File: config.mk
export PLATFORM = sky130hd
export DESIGN_NAME = instr_collector
export DESIGN_NICKNAME = d
export VERILOG_FILES = /design/src/rtl/instr_pkg.sv /design/src/rtl/ibc_len_clamp.sv /design/src/rtl/ibc_seq.sv /design/src/rtl/ibc_operand.sv /design/src/rtl/instr_collector.sv
export SDC_FILE = /design/constraint.sdc
export NUM_CORES = 1
export LEC_CHECK = 0
export ABC_CLOCK_PERIOD_IN_PS = 2500
export BUFFER_PORTS_ARGS = -buffer_cell sky130_fd_sc_hd__buf_2
export CORE_ASPECT_RATIO = 0.75
export CORE_MARGIN = 8
export CORE_UTILIZATION = 45
export CTS_CLUSTER_DIAMETER = 40
export DETAILED_ROUTE_END_ITERATION = 10
export PLACE_DENSITY = 0.73
export SYNTH_ARGS = -nofsm -noshare
export SYNTH_HDL_FRONTEND = slang
export SYNTH_SLANG_ARGS = --single-unit
File: constraint.sdc
create_clock -name clk -period 2.5 [get_ports clk]
set_input_delay 0.5 -clock clk [delete_from_list [all_inputs] [get_ports clk]]
set_output_delay 0.5 -clock clk [all_outputs]
set_load 0.05 [all_outputs]
File: src/rtl/instr_pkg.sv
package instr_pkg;

  localparam int unsigned BYTE_W = 8;
  localparam int unsigned LEN_W  = 2;
  localparam int unsigned MODE_W = 3;
  localparam int unsigned REG_W  = 3;

  typedef enum logic [MODE_W-1:0] {
    AM_REG    = 3'd0,
    AM_DIRECT = 3'd1,
    AM_PAIR   = 3'd2,
    AM_IMM8   = 3'd3,
    AM_IMM16  = 3'd4
  } addr_mode_e;

  function automatic addr_mode_e norm_mode(input logic [MODE_W-1:0] code);
    case (code)
      3'd1:    return AM_DIRECT;
      3'd2:    return AM_PAIR;
      3'd3:    return AM_IMM8;
      3'd4:    return AM_IMM16;
      default: return AM_REG;
    endcase
  endfunction

endpackage

File: src/rtl/ibc_len_clamp.sv
module ibc_len_clamp #(
  parameter int unsigned LW = 2
) (
  input  logic [LW-1:0] len_raw,
  output logic [LW-1:0] len_eff
);
  // a zero length code is read as a single-byte instruction
  always_comb begin
    if (len_raw == '0) len_eff = LW'(1);
    else               len_eff = len_raw;
  end
endmodule

File: src/rtl/ibc_seq.sv
module ibc_seq #(
  parameter int unsigned W  = 8,
  parameter int unsigned LW = 2,
  parameter int unsigned MW = 3
) (
  input  logic          clk,
  input  logic          rst,
  input  logic          accept,
  input  logic          last,
  input  logic [W-1:0]  data,
  input  logic [LW-1:0] len_eff,
  input  logic [MW-1:0] mode,
  input  logic [W-1:0]  pair_hi,
  input  logic [W-1:0]  pair_lo,
  output logic [LW-1:0] idx,
  output logic [W-1:0]  held_op,
  output logic [LW-1:0] held_len,
  output logic [MW-1:0] held_mode,
  output logic [W-1:0]  held_hi,
  output logic [W-1:0]  held_lo,
  output logic [W-1:0]  held_b2
);
  always_ff @(posedge clk) begin
    if (rst) begin
      idx       <= '0;
      held_op   <= '0;
      held_len  <= LW'(1);
      held_mode <= '0;
      held_hi   <= '0;
      held_lo   <= '0;
      held_b2   <= '0;
    end else if (accept) begin
      if (last) idx <= '0;
      else      idx <= idx + LW'(1);
      if (idx == '0) begin
        held_op   <= data;
        held_len  <= len_eff;
        held_mode <= mode;
        held_hi   <= pair_hi;
        held_lo   <= pair_lo;
      end
      if (idx == LW'(1)) held_b2 <= data;
    end
  end
endmodule

File: src/rtl/ibc_operand.sv
module ibc_operand
  import instr_pkg::*;
#(
  parameter int unsigned W  = 8,
  parameter int unsigned RW = 3
) (
  input  addr_mode_e       mode,
  input  logic [W-1:0]     opcode,
  input  logic [W-1:0]     byte2,
  input  logic [W-1:0]     byte3,
  input  logic [W-1:0]     pair_hi,
  input  logic [W-1:0]     pair_lo,
  output logic [2*W-1:0]   operand
);
  localparam int unsigned OW = 2 * W;

  logic [OW-1:0] stream_word;
  logic [OW-1:0] reg_word;

  // byte lanes of the stream word: lane 0 is the earlier (low) byte
  generate
    for (genvar g = 0; g < 2; g++) begin : g_lane
      if (g == 0) begin : g_lo
        assign stream_word[W-1:0] = byte2;
      end else begin : g_hi
        assign stream_word[OW-1:W] = byte3;
      end
    end
  endgenerate

  assign reg_word = {{(OW-RW){1'b0}}, opcode[RW-1:0]};

  always_comb begin
    case (mode)
      AM_DIRECT: operand = stream_word;
      AM_PAIR:   operand = {pair_hi, pair_lo};
      AM_IMM8:   operand = {{W{1'b0}}, byte2};
      AM_IMM16:  operand = stream_word;
      default:   operand = reg_word;
    endcase
  end
endmodule

File: src/rtl/instr_collector.sv
module instr_collector
  import instr_pkg::*;
#(
  parameter int unsigned W  = BYTE_W,
  parameter int unsigned LW = LEN_W,
  parameter int unsigned MW = MODE_W,
  parameter int unsigned RW = REG_W
) (
  input  logic            clk,
  input  logic            rst,
  input  logic            in_valid,
  output logic            in_ready,
  input  logic [W-1:0]    in_data,
  input  logic [LW-1:0]   in_len,
  input  logic [MW-1:0]   in_mode,
  input  logic [W-1:0]    rp_first,
  input  logic [W-1:0]    rp_second,
  output logic            out_valid,
  input  logic            out_ready,
  output logic [W-1:0]    out_opcode,
  output logic [2*W-1:0]  out_operand,
  output logic [MW-1:0]   out_mode,
  output logic            out_done
);
  logic [LW-1:0] len_eff;
  logic [LW-1:0] idx;
  logic [W-1:0]  held_op, held_hi, held_lo, held_b2;
  logic [LW-1:0] held_len;
  logic [MW-1:0] held_mode;

  logic          at_op;
  logic [LW-1:0] cur_len;
  logic [MW-1:0] cur_mode;
  logic          last_now;
  logic          accept;
  logic [W-1:0]  cur_op, cur_hi, cur_lo, byte2, byte3;
  addr_mode_e    mode_n;

  ibc_len_clamp #(.LW(LW)) u_clamp (
    .len_raw (in_len),
    .len_eff (len_eff)
  );

  assign at_op    = (idx == '0);
  assign cur_len  = at_op ? len_eff : held_len;
  assign cur_mode = at_op ? in_mode : held_mode;
  assign cur_op   = at_op ? in_data : held_op;
  assign cur_hi   = at_op ? rp_first : held_hi;
  assign cur_lo   = at_op ? rp_second : held_lo;
  assign last_now = ({1'b0, idx} + {{LW{1'b0}}, 1'b1}) == {1'b0, cur_len};

  assign in_ready  = last_now ? out_ready : 1'b1;
  assign out_valid = in_valid && last_now;
  assign accept    = in_valid && in_ready;
  assign out_done  = out_valid && out_ready;

  always_comb begin
    byte2 = '0;
    byte3 = '0;
    if (cur_len >= LW'(2)) byte2 = (idx == LW'(1)) ? in_data : held_b2;
    if (cur_len == LW'(3)) byte3 = in_data;
  end

  ibc_seq #(.W(W), .LW(LW), .MW(MW)) u_seq (
    .clk       (clk),
    .rst       (rst),
    .accept    (accept),
    .last      (last_now),
    .data      (in_data),
    .len_eff   (len_eff),
    .mode      (in_mode),
    .pair_hi   (rp_first),
    .pair_lo   (rp_second),
    .idx       (idx),
    .held_op   (held_op),
    .held_len  (held_len),
    .held_mode (held_mode),
    .held_hi   (held_hi),
    .held_lo   (held_lo),
    .held_b2   (held_b2)
  );

  assign mode_n = norm_mode(cur_mode);

  ibc_operand #(.W(W), .RW(RW)) u_opnd (
    .mode    (mode_n),
    .opcode  (cur_op),
    .byte2   (byte2),
    .byte3   (byte3),
    .pair_hi (cur_hi),
    .pair_lo (cur_lo),
    .operand (out_operand)
  );

  assign out_opcode = cur_op;
  assign out_mode   = mode_n;
endmodule

==> results of run 1 <==
power by group through the flow:
stage / clock [mW] / sequential [mW] / combinational [mW]
6_report: 0.418 / 0.855 / 3.40
2_1_floorplan: 0 / 0.854 / 2.35
3_3_place_gp: 0 / 0.861 / 2.96
5_1_grt: 0.449 / 0.874 / 3.57
3_5_place_dp: 0 / 0.865 / 2.99
4_1_cts: 0.424 / 0.855 / 3.38
routing by layer:
metal  track usage [%]  vias to the layer above
met2              27.3                       57
met5                 0                        -
met4              3.16                        0
li1                  -                     1108
met1              22.3                     1058
met3              4.67                        5
state kept, by name (all words and copies together) (netlist names):
register / count
u_seq.held_hi: 8
u_seq.idx: 2
u_seq.held_lo: 8
u_seq.held_op: 8
u_seq.held_b2: 8
u_seq.held_len: 2
u_seq.held_mode: 3
cells in the final DEF (no fill, tap or decap), types with 2 or more instances in the layout:
| cell | netlist | routed |
|---|---|---|
| buf_8 | 0 | 2 |
| o21ai_4 | 0 | 11 |
| clkinv_2 | 0 | 3 |
| buf_6 | 2 | 19 |
| inv_2 | 1 | 2 |
| inv_1 | 6 | 4 |
| clkbuf_8 | 0 | 5 |
| a211oi_1 | 13 | 13 |
| buf_4 | 0 | 34 |
| a21oi_1 | 18 | 18 |
| nand2_2 | 0 | 9 |
| mux2i_1 | 47 | 45 |
| o32ai_1 | 2 | 2 |
| mux2i_4 | 1 | 4 |
| o22ai_4 | 0 | 5 |
| mux2_2 | 5 | 5 |
| nand2b_1 | 36 | 36 |
| xnor2_2 | 0 | 2 |
| nor2b_4 | 0 | 2 |
| dfxtp_1 | 39 | 37 |
| o22a_1 | 3 | 3 |
| ha_1 | 3 | 2 |
| nor2_2 | 0 | 2 |
| nor3_1 | 13 | 12 |
| nor2_1 | 5 | 2 |
| buf_2 | 7 | 43 |
| dfxtp_2 | 0 | 2 |
| buf_12 | 0 | 4 |
cell type report:
| type | instances | area share [%] |
|---|---|---|
| Tap cell | 60 | 2.10 |
| Multi-Input combinational cell | 194 | 50.4 |
| Sequential cell | 39 | 21.9 |
| Clock inverter | 3 | 0.420 |
| Clock buffer | 5 | 1.93 |
| Inverter | 8 | 0.980 |
| Timing Repair Buffer | 102 | 22.2 |
final timing paths:
path / from / to / slack, ns
min reg2reg: u_seq.held_hi[5] / u_seq.held_hi[5] / 0.48
max reg2reg: u_seq.idx[1] / u_seq.held_b2[5] / 0.19
min: rp_first[7] / u_seq.held_hi[7] / 0.47
max: u_seq.idx[1] / out_operand[12] / -0.15
kinds of logic after synthesis:
group                    after synthesis  synth area share, %
AND/OR/NAND/NOR                       77                 19.0
buffers and inverters                 27                 5.32
multiplexers                          55                 24.6
AO/OA/AOI/OAI                         56                 15.3
flip-flops                            39                 33.2
XOR/XNOR                               3                 1.12
adder cells (fa/ha/maj)                3                 1.60
repair_timing:
| action | 4_1_cts | 5_1_grt |
|---|---|---|
| endpoints found under the setup margin | 19 | 22 |
| pin swaps | 13 | 2 |
| hold endpoints to repair | 0 | 0 |
| setup buffers | 9 | 2 |
| resized for setup | 58 | 3 |
worst max-delay path, delay by kind of cell (launching register included):
family / cells / cell delay (ns)
buffers and inverters: 3 / 0.45
and+or+nand+nor: 2 / 0.38
DFF: 1 / 0.33
muxes: 1 / 0.30
adders and majority gates: 1 / 0.21
xor gates and xnor gates: 1 / 0.12
AOI/OAI and AO/OA: 1 / 0.06
==> results.sh, run 1 <==
export IMPL_wl_met2_microns=2980
export IMPL_finalHoldViolCount=0
export IMPL_critPathSlowestCell="dfxtp_2"
export IMPL_core_area_sq_um=4950
export IMPL_cts_hold_fix_buffers=0
export IMPL_fin_area_sq_um=3570
export IMPL_clk_pin_slew_ns=0.08
export IMPL_clkSinkCount=39
export IMPL_die_area_sq_um=7820
export IMPL_path_class="reg2out"
export IMPL_violations="setup timing"
export IMPL_cts_root_buf="clkbuf_8"
export IMPL_grt_pass1_wl_microns=10900
export IMPL_ir_worst_vdd_uv=894
export IMPL_num_rows=22
export IMPL_yosysSeqAreaShare_pct=33.2
export IMPL_rsz0062_at_grt="true"
export IMPL_avgRoutedWirePerCell_microns=16.2
export IMPL_numCtsBuffers=5
export IMPL_critPathRequiredTime_ns=2.00
export IMPL_grt_usage_pct=17.0
export IMPL_antenna_found_initial=0
export IMPL_dp_slack_ns=-0.0203
export IMPL_slew_headroom_pct=51.1
export IMPL_synth_common_cells="47 x mux2i_1, 39 x dfxtp_1, 36 x nand2b_1"
export IMPL_setup_violations=18
export IMPL_grt_pass1_vias=2228
export IMPL_die_h_microns=78.6
export IMPL_postSynthAreaPerCell_sq_um=9.05
export IMPL_synthFlopType="dfxtp_1"
export IMPL_rr_worst_depth=10
export IMPL_h_tree_depth=2
export IMPL_final_nets=386
export IMPL_seq_power_share_pct=18.3
export IMPL_grt_overflow=0
export IMPL_antennaDiodeCount=0
export IMPL_route_final_wire_length_microns=6670
export IMPL_top_layer_used="met4"
export IMPL_register_area_sq_um=783
export IMPL_synth_most_common_cell="mux2i_1"
export IMPL_yosys_area_top_type_share_pct=33.2
export IMPL_crit_chain="inv_2, ha_4, mux2i_4, xnor2_2, nor4b_4, buf_6, nand2_2, o21ai_4, buf_6"
export IMPL_die_w_microns=99.5
export IMPL_hold_depth=3
export IMPL_power_density_nw_per_um2=1310
export IMPL_power_internal_mw=2.43
export IMPL_area_growth_syn_to_layout_pct=51.9
export IMPL_placed_area_sq_um=3200
export IMPL_synth_top_cell_by_area="dfxtp_1"
export IMPL_fin_crit_sh_pct=106
export IMPL_drtAntennaViolNets=0
export IMPL_drtIter0Drc=71
export IMPL_hold_slack_ns=0.473
export IMPL_io_buffers=62
export IMPL_clk_insertion_delay_late_ns=0.29
export IMPL_worstHoldPathType="in2reg"
export IMPL_status="complete, but fails checks"
export IMPL_fillerInstances=353
export IMPL_critical_path_most_common_cell="buf_6"
export IMPL_clockBufferDepth=2
export IMPL_synth_area_sq_um=2350
export IMPL_drv_slew=0
export IMPL_wl_met3_microns=357
export IMPL_netlist_top_cells_area="dfxtp_1 33%, mux2i_1 20%, nand2b_1 9.6%"
export IMPL_final_layout_size_suffix_gt1_share_pct=47.6
export IMPL_worst_pin_slew_ns=0.733
export IMPL_period_needed_ns=2.65
export IMPL_num_vias=2228
export IMPL_crit_path_start_kind="flip-flop"
export IMPL_postSynthCellCount=260
export IMPL_multiInputGateArea_sq_um=1800
export IMPL_p_sw_share_pct=48.0
export IMPL_ys_types=38
export IMPL_synthArstFlopShare_pct=0
export IMPL_max_freq_mhz=378
export IMPL_drcViolationCount=0
export IMPL_switchingPower_mw=2.24
export IMPL_pin_count=63
export IMPL_yosysWarnings=0
export IMPL_vias_per_cell=5.42
export IMPL_power_leakage_nw=1.55
export IMPL_fin_util_pct=72.1
export IMPL_setup_slack_ns=-0.146
export IMPL_place_inst=392
export IMPL_fin_skew_ns=0.00536
export IMPL_cts_tree="yes"
export IMPL_wl_met1_microns=3290
export IMPL_ys_seq_elements=39
export IMPL_instances_no_fill=411
export IMPL_synth_edf_count=0
export IMPL_cp_slowest_stage_delay_ns=0.33
export IMPL_drv_cap=0
export IMPL_gp_congestion=0.808
export IMPL_syn_nets=296
export IMPL_comb_power_share_pct=72.7
export IMPL_grt_start_max_net_pins=53
export IMPL_pwr_share_clk_pct=8.9
export IMPL_cp_max_fo=8
export IMPL_totalPowerFinal_mw=4.67
export IMPL_dr_pass1_iters=4
export IMPL_endpoint_kind="output pin"
export IMPL_dp_hpwl_microns=4800
export IMPL_timing_setup_tns_ns=-2.15
export IMPL_worstPathArrival_ns=2.15
export IMPL_initial_core_util_pct=47.5
No activity file was read; power rests on OpenSTA's default activity.
==> inputs of run 2 (changes only) <==
--- a/config.mk
+++ b/config.mk
@@ -13,6 +13,7 @@
 export CTS_CLUSTER_DIAMETER = 40
 export DETAILED_ROUTE_END_ITERATION = 10
 export PLACE_DENSITY = 0.73
+export SETUP_SLACK_MARGIN = 0.2
 export SYNTH_ARGS = -nofsm -noshare
 export SYNTH_HDL_FRONTEND = slang
 export SYNTH_SLANG_ARGS = --single-unit
==> run 2 against run 1 <==
Against the previous run: critical path depth unchanged; via count up 7.2%; worst hold slack better by 0.0023 ns; the flow still finishes with violations (setup timing); clock power about the same; final area rose by 11%; clock skew rose by 0.0047 ns; worst setup slack got worse by 0.090 ns; largest power group unchanged; critical endpoint is now out_operand[4].
==> results.sh, run 2 (same netlist as run 1, synthesis figures left out) <==
export IMPL_seq_power_share_pct=16.4
export IMPL_grt_overflow=0
export IMPL_placed_area_sq_um=3180
export IMPL_core_area_sq_um=4950
export IMPL_cts_tree="yes"
export IMPL_dp_hpwl_microns=4880
export IMPL_register_area_sq_um=783
export IMPL_die_area_sq_um=7820
export IMPL_gp_congestion=0.817
export IMPL_p_sw_share_pct=46.9
export IMPL_clk_insertion_delay_late_ns=0.29
export IMPL_crit_path_start_kind="flip-flop"
export IMPL_fin_crit_sh_pct=109
export IMPL_initial_core_util_pct=47.5
export IMPL_route_final_wire_length_microns=8080
export IMPL_die_w_microns=99.5
export IMPL_final_common_cell="mux2i_1"
export IMPL_pin_count=63
export IMPL_drtIter0Drc=163
export IMPL_rr_worst_depth=13
export IMPL_grt_start_max_net_pins=53
export IMPL_period_needed_ns=2.74
export IMPL_min_to="u_seq.held_lo[6]"
export IMPL_power_leakage_nw=1.67
export IMPL_violations="setup timing"
export IMPL_final_nets=396
export IMPL_ir_worst_vdd_uv=888
export IMPL_drcViolationCount=0
export IMPL_worstHoldPathType="reg2reg"
export IMPL_hold_depth=2
export IMPL_fin_skew_ns=0.0101
export IMPL_setup_violations=26
export IMPL_clockBufferDepth=2
export IMPL_avgRoutedWirePerCell_microns=19.2
export IMPL_slew_headroom_pct=48.7
export IMPL_drtAntennaViolNets=0
export IMPL_cp_max_fo=8
export IMPL_multiInputGateArea_sq_um=1980
export IMPL_num_vias=2388
export IMPL_worstPathArrival_ns=2.24
export IMPL_antenna_found_initial=0
export IMPL_comb_power_share_pct=75.8
export IMPL_clk_pin_slew_ns=0.08
export IMPL_drv_cap=0
export IMPL_power_density_nw_per_um2=1340
export IMPL_setup_slack_ns=-0.236
export IMPL_grt_pass1_vias=2311
export IMPL_timing_setup_tns_ns=-3.58
export IMPL_r2r_start="u_seq.idx[0]"
export IMPL_grt_usage_pct=18.1
export IMPL_pwr_share_clk_pct=7.9
export IMPL_vias_per_cell=5.67
export IMPL_io_buffers=62
export IMPL_numCtsBuffers=5
export IMPL_r2r_end="u_seq.held_b2[2]"
export IMPL_dp_slack_ns=-0.0410
export IMPL_critPathRequiredTime_ns=2.00
export IMPL_rsz0062_at_grt="true"
export IMPL_grt_pass1_wl_microns=11600
export IMPL_cts_hold_fix_buffers=0
export IMPL_cts_root_buf="clkbuf_8"
export IMPL_switchingPower_mw=2.50
export IMPL_area_growth_syn_to_layout_pct=68.7
export IMPL_status="complete, but fails checks"
export IMPL_num_rows=22
export IMPL_dr_pass1_iters=4
export IMPL_fillerInstances=303
export IMPL_fin_area_sq_um=3970
export IMPL_h_tree_depth=2
export IMPL_finalHoldViolCount=0
export IMPL_endpoint_kind="output pin"
export IMPL_hold_path_startpoint="u_seq.held_lo[6]"
export IMPL_layout_common_cells="42 x mux2i_1, 37 x dfxtp_1, 36 x nand2b_1, 34 x buf_4, 32 x buf_2"
export IMPL_drv_slew=0
export IMPL_antennaDiodeCount=0
export IMPL_die_h_microns=78.6
export IMPL_final_layout_size_suffix_gt1_share_pct=55.7
export IMPL_reg2reg_slack_ns=-0.04
export IMPL_path_class="reg2out"
export IMPL_clkSinkCount=39
export IMPL_worst_pin_slew_ns=0.769
export IMPL_power_internal_mw=2.83
export IMPL_max_freq_mhz=365
## run 2: cell count changes in the layout (fill, tap and decap cells not counted), moves of 5 or more
cell,previous run,this run
nor3_2,0,5
nor3_1,12,6
buf_2,43,32
a211oi_2,0,9
a211oi_1,13,4
buf_6,19,31
## run 2: per-layer routing
layer	track usage (%)	wire length [microns]	share of wire, %	vias to the layer above
met4	3.77	50	0.62	0
met5	0	0	0	-
met2	29.6	3970	49	72
met1	23.5	3560	44	1177
met3	4.67	496	6.1	8
li1	-	-	-	1131
## run 2: worst max path at each step
stage	end	start
final	out_operand[4]	u_seq.idx[0]
after global routing	out_operand[4]	u_seq.idx[0]
after CTS	out_operand[8]	u_seq.idx[0]
after detailed placement	out_operand[11]	u_seq.idx[1]
after global placement	out_operand[14]	u_seq.idx[1]
after floorplan	out_operand[7]	u_seq.idx[0]
## run 2: power groups by stage
stage               clock network [mW]  registers, mW  logic (mW)
floorplan                            0          0.854        2.35
CTS                              0.416          0.860        3.56
detailed placement                   0          0.867        2.98
global route                     0.450          0.891        4.21
finish                           0.419          0.872        4.04
global placement                     0          0.862        2.95
## run 2: metrics by stage
| stage | utilization (%) | instances | hold slack, ns | power (mW) |
|---|---|---|---|---|
| finish | 80.2 | 421 | 0.476 | 5.33 |
| floorplan | - | 260 | 0.436 | 3.20 |
| CTS | 73.7 | 408 | 0.473 | 4.83 |
| global placement | 64.1 | 389 | 0.449 | 3.82 |
| global route | 80.2 | 421 | 0.480 | 5.55 |
| detailed placement | 64.1 | 389 | 0.458 | 3.85 |
## run 2: area by class of cell
class	count	area share, %
repair buffers	112	25.7
flip-flops and latches	39	19.7
clock buffers	7	1.92
multi-input cells	194	49.8
clock inverters	1	0.126
well taps	60	1.89
inverters	8	0.819
## run 2: what timing repair did
action | 4_1_cts | 5_1_grt
buffers inserted | 9 | 12
gates resized for setup | 82 | 50
pin swaps | 10 | 29
setup endpoints to repair | 52 | 68
cloned | 2 | 1
## run 2: worst max-delay path: stages, from the launching register on
cell and delay, ns:
dfxtp_2 0.33, inv_2 0.07, ha_4 0.25, mux2i_4 0.35
nand2_2 0.14, nor2_4 0.16, o21bai_4 0.09, buf_12 0.16
o22ai_4 0.19, buf_6 0.18
